--- src/rtl/sdms_pkg.sv ---
package sdms_pkg;
  localparam int OFS_W  = 12;
  localparam int MPIN_W = 12;
  localparam int AP_BIT = 10;

  typedef enum logic [2:0] {
    ST_IDLE, ST_PALL, ST_TRP, ST_MRS, ST_TMRD, ST_ACK
  } seq_state_t;

  typedef enum logic [1:0] {CMD_DESEL, CMD_PALL, CMD_MRS} sd_cmd_t;

  typedef struct packed {
    logic ras_n;
    logic cas_n;
    logic we_n;
  } sd_ctl_t;

  // CAS latency field position moves down one bit on the narrow bus
  function automatic logic [2:0] f_cas_field(logic [OFS_W-1:0] ofs, logic narrow);
    logic [OFS_W-1:0] sh;
    sh = narrow ? (ofs >> 5) : (ofs >> 6);
    return sh[2:0];
  endfunction

  function automatic logic f_cas_ok(logic [2:0] cl);
    return (cl >= 3'd1) && (cl <= 3'd3);
  endfunction

  // processor offset to SDRAM pin value
  function automatic logic [MPIN_W-1:0] f_mode_pins(logic [OFS_W-1:0] ofs, logic narrow);
    logic [OFS_W-1:0] sh;
    sh = narrow ? (ofs >> 1) : (ofs >> 2);
    return sh[MPIN_W-1:0];
  endfunction

  function automatic sd_ctl_t f_ctl(sd_cmd_t c);
    sd_ctl_t r;
    case (c)
      CMD_PALL: r = '{ras_n: 1'b0, cas_n: 1'b1, we_n: 1'b0};
      CMD_MRS:  r = '{ras_n: 1'b0, cas_n: 1'b0, we_n: 1'b0};
      default:  r = '{ras_n: 1'b1, cas_n: 1'b1, we_n: 1'b1};
    endcase
    return r;
  endfunction
endpackage

--- src/rtl/sdms_decode.sv ---
module sdms_decode
  import sdms_pkg::*;
#(
  parameter int ADDR_W = 32,
  parameter int BE_W   = 4,
  parameter logic [ADDR_W-1:0] WIN_A_BASE = 32'hFFFF_D000,
  parameter logic [ADDR_W-1:0] WIN_B_BASE = 32'hFFFF_E000
) (
  input  logic [ADDR_W-1:0] addr,
  input  logic [BE_W-1:0]   be,
  input  logic              narrow,
  output logic              hit,
  output logic              area_b,
  output logic              byte_ok,
  output logic              cl_ok,
  output logic [MPIN_W-1:0] mode_pins
);
  localparam int TAG_W = ADDR_W - OFS_W;
  localparam int CNT_W = $clog2(BE_W + 1);

  logic [TAG_W-1:0] tag;
  logic [OFS_W-1:0] ofs;
  logic hit_a, hit_b;
  logic [CNT_W-1:0] lanes;

  assign tag   = addr[ADDR_W-1:OFS_W];
  assign ofs   = addr[OFS_W-1:0];
  assign hit_a = (tag == WIN_A_BASE[ADDR_W-1:OFS_W]);
  assign hit_b = (tag == WIN_B_BASE[ADDR_W-1:OFS_W]);
  assign hit   = hit_a | hit_b;
  assign area_b = hit_b;

  always_comb begin
    lanes = '0;
    for (int i = 0; i < BE_W; i++) lanes = lanes + CNT_W'(be[i]);
  end

  assign byte_ok   = (lanes == CNT_W'(1));
  assign cl_ok     = f_cas_ok(f_cas_field(ofs, narrow));
  assign mode_pins = f_mode_pins(ofs, narrow);
endmodule

--- src/rtl/sdms_wait.sv ---
module sdms_wait #(
  parameter int CNT_W = 3
) (
  input  logic             clk,
  input  logic             rst,
  input  logic             load,
  input  logic [CNT_W-1:0] load_val,
  output logic             done
);
  logic [CNT_W-1:0] cnt;

  always_ff @(posedge clk) begin
    if (rst)              cnt <= '0;
    else if (load)        cnt <= load_val;
    else if (cnt != '0)   cnt <= cnt - 1'b1;
  end

  assign done = (cnt == '0);
endmodule

--- src/rtl/sdms_cmd_drive.sv ---
module sdms_cmd_drive
  import sdms_pkg::*;
#(
  parameter int SDA_W  = 13,
  parameter int AREA_N = 2
) (
  input  sd_cmd_t           cmd,
  input  logic              area_b,
  input  logic [MPIN_W-1:0] mode_pins,
  output logic [AREA_N-1:0] cs_n,
  output logic              ras_n,
  output logic              cas_n,
  output logic              we_n,
  output logic [SDA_W-1:0]  addr
);
  localparam int PAD_W = SDA_W - MPIN_W;

  sd_ctl_t ctl;
  logic    active;

  assign ctl    = f_ctl(cmd);
  assign active = (cmd != CMD_DESEL);
  assign ras_n  = ctl.ras_n;
  assign cas_n  = ctl.cas_n;
  assign we_n   = ctl.we_n;

  for (genvar g = 0; g < AREA_N; g++) begin : g_cs
    assign cs_n[g] = !(active && (int'(area_b) == g));
  end

  always_comb begin
    addr = '0;
    if (cmd == CMD_PALL)     addr[AP_BIT] = 1'b1;
    else if (cmd == CMD_MRS) addr = {{PAD_W{1'b0}}, mode_pins};
  end
endmodule

--- src/rtl/sdram_modeset_seq.sv ---
module sdram_modeset_seq
  import sdms_pkg::*;
#(
  parameter int ADDR_W = 32,
  parameter int BE_W   = 4,
  parameter int SDA_W  = 13,
  parameter int TSEL_W = 2,
  parameter logic [ADDR_W-1:0] WIN_A_BASE = 32'hFFFF_D000,
  parameter logic [ADDR_W-1:0] WIN_B_BASE = 32'hFFFF_E000
) (
  input  logic              clk,
  input  logic              rst,
  input  logic [ADDR_W-1:0] cpu_addr,
  input  logic [BE_W-1:0]   cpu_be,
  input  logic              cpu_wr,
  output logic              cpu_rdy,
  input  logic              narrow_bus,
  input  logic [TSEL_W-1:0] trp_sel,
  input  logic [TSEL_W-1:0] tmrd_sel,
  output logic [1:0]        sd_cs_n,
  output logic              sd_ras_n,
  output logic              sd_cas_n,
  output logic              sd_we_n,
  output logic [SDA_W-1:0]  sd_addr
);
  localparam int CNT_W  = TSEL_W + 1;
  localparam int AREA_N = 2;

  seq_state_t        state;
  logic              area_q;
  logic [MPIN_W-1:0] pins_q;

  // named internal events, used by the checker
  logic              win_hit, byte_ok, evt_cl_ok, area_d;
  logic [MPIN_W-1:0] pins_d;
  logic              evt_idle, evt_accept;
  logic              wait_load, wait_done;
  logic [CNT_W-1:0]  wait_val;
  sd_cmd_t           cmd;

  sdms_decode #(
    .ADDR_W(ADDR_W), .BE_W(BE_W),
    .WIN_A_BASE(WIN_A_BASE), .WIN_B_BASE(WIN_B_BASE)
  ) u_decode (
    .addr(cpu_addr), .be(cpu_be), .narrow(narrow_bus),
    .hit(win_hit), .area_b(area_d), .byte_ok(byte_ok),
    .cl_ok(evt_cl_ok), .mode_pins(pins_d)
  );

  assign evt_idle   = (state == ST_IDLE);
  assign evt_accept = evt_idle && cpu_wr && win_hit && byte_ok;

  // one down-counter serves both the precharge and the settle wait
  assign wait_load = (state == ST_PALL) || (state == ST_MRS);
  assign wait_val  = (state == ST_PALL) ? {1'b0, trp_sel}
                                        : ({1'b0, tmrd_sel} + CNT_W'(1));

  sdms_wait #(.CNT_W(CNT_W)) u_wait (
    .clk(clk), .rst(rst), .load(wait_load), .load_val(wait_val), .done(wait_done)
  );

  always_ff @(posedge clk) begin
    if (rst) begin
      state  <= ST_IDLE;
      area_q <= 1'b0;
      pins_q <= '0;
    end else begin
      case (state)
        ST_IDLE: if (evt_accept) begin
          area_q <= area_d;
          pins_q <= pins_d;
          state  <= evt_cl_ok ? ST_PALL : ST_ACK;
        end
        ST_PALL: state <= ST_TRP;
        ST_TRP:  if (wait_done) state <= ST_MRS;
        ST_MRS:  state <= ST_TMRD;
        ST_TMRD: if (wait_done) state <= ST_ACK;
        default: state <= ST_IDLE;
      endcase
    end
  end

  always_comb begin
    case (state)
      ST_PALL: cmd = CMD_PALL;
      ST_MRS:  cmd = CMD_MRS;
      default: cmd = CMD_DESEL;
    endcase
  end

  assign cpu_rdy = (state == ST_ACK);

  sdms_cmd_drive #(.SDA_W(SDA_W), .AREA_N(AREA_N)) u_drive (
    .cmd(cmd), .area_b(area_q), .mode_pins(pins_q),
    .cs_n(sd_cs_n), .ras_n(sd_ras_n), .cas_n(sd_cas_n), .we_n(sd_we_n),
    .addr(sd_addr)
  );
endmodule

--- config.mk ---
export PLATFORM = sky130hd
export DESIGN_NAME = sdram_modeset_seq
export DESIGN_NICKNAME = d
export VERILOG_FILES = /design/src/rtl/sdms_pkg.sv /design/src/rtl/sdms_decode.sv /design/src/rtl/sdms_wait.sv /design/src/rtl/sdms_cmd_drive.sv /design/src/rtl/sdram_modeset_seq.sv
export SDC_FILE = /design/constraint.sdc
export NUM_CORES = 1
export LEC_CHECK = 0
export BUFFER_PORTS_ARGS = -buffer_cell sky130_fd_sc_hd__buf_2
export CAP_MARGIN = 20
export CORE_UTILIZATION = 48
export DETAILED_ROUTE_END_ITERATION = 6
export PLACE_DENSITY = 0.85
export SKIP_CTS_REPAIR_TIMING = 1
export SLEW_MARGIN = 30
export SYNTH_ARGS = -nofsm -noshare
export SYNTH_HDL_FRONTEND = slang
export SYNTH_SLANG_ARGS = --single-unit
--- constraint.sdc ---
create_clock -name clk -period 5.15 [get_ports clk]
set_input_delay 1.03 -clock clk [delete_from_list [all_inputs] [get_ports clk]]
set_output_delay 1.03 -clock clk [all_outputs]
set_load 0.005 [all_outputs]
==> out/summary.txt, run 1 <==
run status -> finished clean
number of DRC markers after the initial detailed-route iteration -> 23
hold_ws -> 0.516 ns
Synth area leaders -> sky130_fd_sc_hd__dfxtp_1, sky130_fd_sc_hd__mux2i_1, sky130_fd_sc_hd__a311oi_1, sky130_fd_sc_hd__a21oi_1, sky130_fd_sc_hd__and3_1
total number of yosys warnings -> 0
share of async-settable or async-resettable flops after synthesis -> 0%
vias per std cell -> 5.68
overall overflow remaining after global route -> 0
CP endpoint kind -> flip-flop
static leakage -> 0.723 nW
clock tree root buffer cell -> sky130_fd_sc_hd__clkbuf_4
Die Area -> 2670 µm²
cell accounting for the most synthesized area -> sky130_fd_sc_hd__dfxtp_1
Finished Core Util -> 67.2%
antenna violations before repair -> 0
most numerous cell types in the synthesized netlist -> sky130_fd_sc_hd__dfxtp_1, sky130_fd_sc_hd__a21oi_1
RSZ-0062 raised after global routing -> false
share of Yosys cell area claimed by the top area cell type -> 30.4%
post-place instance area -> 1480 µm²
r2r startpoint -> state[1]
power per standard cell area -> 230 nW/µm²
Net count, final -> 244
data arrival time of the critical path -> 3.77 ns
minimum clock period after layout -> 3.53 ns
largest driver fanout on the critical path -> 3
final setup violation count -> 0
Fin Clk Skew -> 0.00285 ns
Setup TNS -> 0 ns
area growth from synthesis to layout -> 28.9%
number of iterations in the first detailed-routing pass -> 4
power after layout -> 352 µW
number of sinks handled by clock tree synthesis -> 18
cell row count -> 17
transition time at the pin with the least slew margin -> 0.671 ns
endpoint of the worst hold path -> pins_q[10]
number of antenna diodes -> 0
Syn Area/Cell -> 8.41 µm²
final WL -> 3120 µm
depth of the worst hold-timing path -> 2
category of the critical setup timing path -> primary input to flip-flop
most used flip-flop cell after synthesis -> sky130_fd_sc_hd__dfxtp_1
total of buffers placed on input and output ports -> 59
Startpoint Class -> primary input
most repeated cell in the gate-level netlist after synthesis -> sky130_fd_sc_hd__dfxtp_1
achievable clock frequency -> 283 MHz
number of failing hold endpoints at the final stage -> 0
classification of the worst-slack hold path -> flip-flop to flip-flop
vias -> 1256
antenna viol nets, final -> 0
latest clock arrival within the worst-skew pair -> 0.30 ns
routability congestion estimate from global placement -> 0.764
Slew headroom -> 55.2%
wire length of the first global-routing pass -> 5260 µm
placeable core region -> 2280 µm²
overall routing resource usage -> 26.3%
Layout Cell Area excl Fill -> 1530 µm²
capturing point of the worst reg2reg path -> state[2]
mean routed wirelength per cell -> 14.1 µm
buffer levels on the longest clock path -> 2
beginning of the worst hold path -> pins_q[10]
depth of the worst register-to-register path -> 4
number of flip-flops and latches in the synthesized netlist -> 18
number of different library cells in the post-synthesis netlist -> 36
fillers -> 204
TritonCTS Buffers -> 3
CTS tree -> built
Starting Density -> 52.1%
Final Cycle Share -> 68.6%
share of post-route cells with drive strength above 1 -> 36.8%
width of the die -> 51.7 µm
vertical extent of the die -> 51.7 µm
final max-slew violation count -> 0
pin count of the biggest net entering global routing -> 24
drc violations -> 0
maximum level of the CTS H-tree -> 1
cell area after technology mapping -> 1190 µm²
Worst Path Required -> 5.39 ns
placed wire-length estimate after detailed placement -> 2290 µm
Max-Cap Viols -> 0
number of flops mapped to enable cells by yosys -> 0
slack of the worst reg-to-reg path -> 2.55 ns
cells after synthesis -> 141
fraction of the yosys area taken by sequential cells -> 30.4%
number of global-route vias before repair -> 1225
clock input transition at the sequential cells of the worst setup and hold paths -> 0.11 ns
boundary pin count -> 63
maximum vdd drop -> 0.154 mV
==> layout by cell type, fill, tap and decap left out, types with 2 or more instances in the layout <==
master	instances
sky130_fd_sc_hd__buf_2	59
sky130_fd_sc_hd__dfxtp_1	18
sky130_fd_sc_hd__a21oi_1	16
sky130_fd_sc_hd__and3_1	10
sky130_fd_sc_hd__mux2i_1	10
sky130_fd_sc_hd__a311oi_1	10
sky130_fd_sc_hd__nand2_1	9
sky130_fd_sc_hd__inv_1	8
sky130_fd_sc_hd__ha_1	5
sky130_fd_sc_hd__xnor2_1	3
sky130_fd_sc_hd__nand3_1	3
sky130_fd_sc_hd__nand4_1	3
sky130_fd_sc_hd__or4_1	3
sky130_fd_sc_hd__nor2_1	3
sky130_fd_sc_hd__clkbuf_4	3
sky130_fd_sc_hd__nor2b_1	2
sky130_fd_sc_hd__mux2_2	2
sky130_fd_sc_hd__nor3b_1	2
sky130_fd_sc_hd__nor3_1	2
sky130_fd_sc_hd__o21ai_0	2
sky130_fd_sc_hd__conb_1	2
==> per-stage QoR <==
step                      setup WS (ns)  cells
final                              1.62    221
after global routing               1.55    221
after global placement             1.35    216
after detailed placement           1.26    216
after CTS                          1.57    220
after floorplan                    1.64    142
==> critical path: stages <==
cell                      delay [ns]
sky130_fd_sc_hd__buf_2          0.10
sky130_fd_sc_hd__ha_1           0.28
sky130_fd_sc_hd__inv_1          0.07
sky130_fd_sc_hd__fa_1           0.40
sky130_fd_sc_hd__or4b_1         0.58
sky130_fd_sc_hd__or4_1          0.57
sky130_fd_sc_hd__or4_1          0.58
sky130_fd_sc_hd__a31oi_1        0.17
==> cell families after synthesis <==
logic type / share of synthesized area [%]
other: 0.316
buffers and inverters: 7.91
adder cells (fa/ha/maj): 6.96
AO/OA/AOI/OAI: 17.5
AND/OR/NAND/NOR: 23.6
XOR/XNOR: 2.95
flip-flops: 30.4
multiplexers: 10.3
==> layer usage <==
metal / track usage, % / vias up / wire length, µm
met5: 0 / - / 0
met2: 48.7 / 42 / 1620
met4: 6.76 / 0 / 14
li1: - / 622 / -
met3: 3.80 / 2 / 100
met1: 31.3 / 590 / 1380
==> final cells by class <==
type                       instances  area (µm²)  area share (%)
multi-input combinational        102         753            49.3
sequential                        18         360            23.6
timing repair buffer              61         314            20.5
clock buffer                       4        36.3            2.37
tap                               28        35.0            2.29
inverter                           8        30.0            1.96
==> power breakdown <==
part / switching (mW) / internal (mW) / total (mW) / leakage (nW)
sequential: 0.00524 / 0.149 / 0.155 / 0.146
combinational: 0.0500 / 0.0562 / 0.106 / 0.556
clock: 0.0477 / 0.0431 / 0.0908 / 0.0210
total: 0.103 / 0.249 / 0.352 / 0.723
==> worst max-delay path by stage <==
stage                    from        end  slack [ns]  cells after the start
finish              cpu_be[0]   state[2]        1.62                      8
global route        cpu_be[0]   state[2]        1.55                      8
CTS                 cpu_be[0]  pins_q[0]        1.57                      8
detailed placement  cpu_be[0]  pins_q[0]        1.26                      8
global placement    cpu_be[0]  pins_q[9]        1.35                      8
floorplan           cpu_be[0]   state[2]        1.64                      7
==> sequential cells by signal, indices dropped and copies added (netlist names) <==
name,flops
u_wait.cnt,3
state,3
pins_q,11
area_q,1
Note: power is estimated with default switching activity, not from simulation.
==> run 2, diff against run 1 <==
--- a/config.mk
+++ b/config.mk
@@ -7,9 +7,10 @@
 export LEC_CHECK = 0
 export BUFFER_PORTS_ARGS = -buffer_cell sky130_fd_sc_hd__buf_2
 export CAP_MARGIN = 20
-export CORE_UTILIZATION = 48
+export CORE_ASPECT_RATIO = 0.5
+export CORE_UTILIZATION = 40
 export DETAILED_ROUTE_END_ITERATION = 6
-export PLACE_DENSITY = 0.85
+export PLACE_DENSITY = 0.75
 export SKIP_CTS_REPAIR_TIMING = 1
 export SLEW_MARGIN = 30
 export SYNTH_ARGS = -nofsm -noshare
==> constraint.sdc (replaced) <==
create_clock -name clk -period 3 [get_ports clk]
set_input_delay 0.6 -clock clk [delete_from_list [all_inputs] [get_ports clk]]
set_output_delay 0.6 -clock clk [all_outputs]
set_load 0.005 [all_outputs]
==> run 2 against run 1 <==
Count of clock-buffer cells in the layout stayed put. Power is 86% higher. Wire length is 2.7% lower. Final cell count is 5.9% higher. Via count is 2.0% lower. Final area is 6.6% higher. Sequential cell count stayed put. Critical path type unchanged.
==> out/summary.txt, run 2 (synthesized netlist as in run 1, its figures left out) <==
top register by number of flip-flops -> pins_q
clock tree root buffer cell -> sky130_fd_sc_hd__clkbuf_8
pin count of the biggest net entering global routing -> 24 (unchanged)
vias -> 1231 (-2.0%)
placeable core region -> 2700 µm² (+19%)
vias per std cell -> 5.26 (-7.4%)
run status -> finished clean
number of DRC markers after the initial detailed-route iteration -> 21 (-8.7%)
wire length of the first global-routing pass -> 4640 µm (-12%)
category of the critical setup timing path -> primary input to flip-flop
largest driver fanout on the critical path -> 3 (unchanged)
number of failing hold endpoints at the final stage -> 0 (unchanged)
overall overflow remaining after global route -> 0 (unchanged)
buffer levels on the longest clock path -> 2 (unchanged)
endpoint of the worst hold path -> area_q
clock input transition at the sequential cells of the worst setup and hold paths -> 0.07 ns (-0.04 ns)
beginning of the worst hold path -> area_q
achievable clock frequency -> 340 MHz
Worst Path Required -> 3.19 ns (-2.20 ns)
fillers -> 255 (+25%)
Max-Cap Viols -> 0 (unchanged)
antenna viol nets, final -> 0 (unchanged)
vertical extent of the die -> 40.5 µm (-22%)
data arrival time of the critical path -> 3.13 ns (-0.64 ns)
power per standard cell area -> 400 nW/µm² (+74%)
final max-slew violation count -> 0 (unchanged)
final WL -> 3030 µm (-2.7%)
total area of multi-input combinational cells -> 786 µm² (+4.3%)
static leakage -> 0.754 nW (+4.2%)
Seq. cell area -> 360 µm² (unchanged)
minimum clock period after layout -> 2.94 ns
most frequent standard cell in the layout excluding fill and tap cells -> sky130_fd_sc_hd__buf_2
drc violations -> 0 (unchanged)
number of global-route vias before repair -> 1114 (-9.1%)
depth of the worst hold-timing path -> 2 (unchanged)
Startpoint Class -> primary input
number of placed cells counting well taps -> 230 (+6.5%)
routability congestion estimate from global placement -> 0.734 (-3.9%)
commonest cells after routing, fill and taps aside -> sky130_fd_sc_hd__buf_2, sky130_fd_sc_hd__dfxtp_1, sky130_fd_sc_hd__a21oi_1
overall routing resource usage -> 19.2% (-7.1 points)
Slew headroom -> 66.4% (+11 points)
number of sinks handled by clock tree synthesis -> 18 (unchanged)
maximum level of the CTS H-tree -> 1 (unchanged)
Die Area -> 3200 µm² (+20%)
area growth from synthesis to layout -> 37.4%
number of standard cells in the layout, taps in and fillers out -> 234 (+5.9%)
Final Cycle Share -> 97.9%
slack of the worst reg-to-reg path -> 0.83 ns (-1.72 ns)
classification of the worst-slack hold path -> flip-flop to flip-flop
final setup violation count -> 0 (unchanged)
number of iterations in the first detailed-routing pass -> 4 (unchanged)
number of antenna diodes -> 0 (unchanged)
post-place instance area -> 1550 µm² (+4.7%)
latest clock arrival within the worst-skew pair -> 0.26 ns (-0.04 ns)
r2r startpoint -> state[1]
RSZ-0062 raised after global routing -> false
total of buffers placed on input and output ports -> 59 (unchanged)
Net count, final -> 248 (+1.6%)
depth of the worst register-to-register path -> 4 (unchanged)
antenna violations before repair -> 0 (unchanged)
Top Registers -> pins_q x11, state x3, u_wait.cnt x3
CTS tree -> built
power after layout -> 653 µW (+86%)
width of the die -> 79.0 µm (+53%)
Fin Clk Skew -> 0.00542 ns (+0.00258 ns)
maximum vdd drop -> 0.330 mV (+110%)
capturing point of the worst reg2reg path -> state[2]
boundary pin count -> 63 (unchanged)
Layout Cell Area excl Fill -> 1630 µm² (+6.6%)
Starting Density -> 43.9% (-8.2 points)
transition time at the pin with the least slew margin -> 0.502 ns (-0.169 ns)
CP endpoint kind -> flip-flop
TritonCTS Buffers -> 3 (unchanged)
cell row count -> 13 (-4)
mean routed wirelength per cell -> 13.0 µm (-8.1%)
share of post-route cells with drive strength above 1 -> 41.6% (+4.8 points)
flip-flop count of the largest register, all copies and words added -> 11 (unchanged)
placed wire-length estimate after detailed placement -> 2290 µm (-0.21%)
run 2: report_power, final:
part           switching [mW]  internal, mW  leakage (nW)
Clock                  0.0801         0.117        0.0288
Combinational          0.0884         0.102         0.579
Sequential            0.00916         0.256         0.146
run 2: how the worst max path moves through the flow:
stage,start,endpoint,slack [ns],cells past startpoint
floorplan,cpu_be[0],state[2],0.03,7
global placement,cpu_be[0],state[2],-0.12,8
detailed placement,cpu_be[0],state[2],-0.17,8
CTS,cpu_be[0],state[2],0.08,8
global route,cpu_be[0],state[2],0.003,8
finish,cpu_be[0],state[2],0.06,8
run 2: area by class of cell:
cell class	instances	area share, %
Inverter	8	1.84
Timing Repair Buffer	65	21.6
Tap cell	37	2.84
Clock buffer	4	3.38
Multi-Input combinational cell	102	48.2
Sequential cell	18	22.1
run 2: per-stage QoR:
step           setup TNS, ns  utilization, %  worst slack [ns]  hold WS, ns
6_report                   0            60.4            0.0625        0.489
5_1_grt                    0            60.4           0.00281        0.518
4_1_cts                    0            59.4            0.0753        0.492
3_5_place_dp          -0.171            57.3            -0.171        0.484
2_1_floorplan              0               -            0.0306        0.450
3_3_place_gp          -0.115            57.3            -0.115        0.466
run 2: routing by layer:
metal / GRT usage (%) / part of all wire, %
met4: 4.09 / 0.89
met3: 5.45 / 4.6
met2: 39.0 / 51
met5: 0 / 0
met1: 20.9 / 44
run 2: worst max-delay path, cell delays in order:
cell and delay [ns]:
sky130_fd_sc_hd__buf_2 0.11, sky130_fd_sc_hd__ha_4 0.23, sky130_fd_sc_hd__inv_2 0.05, sky130_fd_sc_hd__fa_2 0.41, sky130_fd_sc_hd__or4b_4 0.49, sky130_fd_sc_hd__or4_4 0.51
sky130_fd_sc_hd__or4_4 0.53, sky130_fd_sc_hd__a31oi_2 0.18
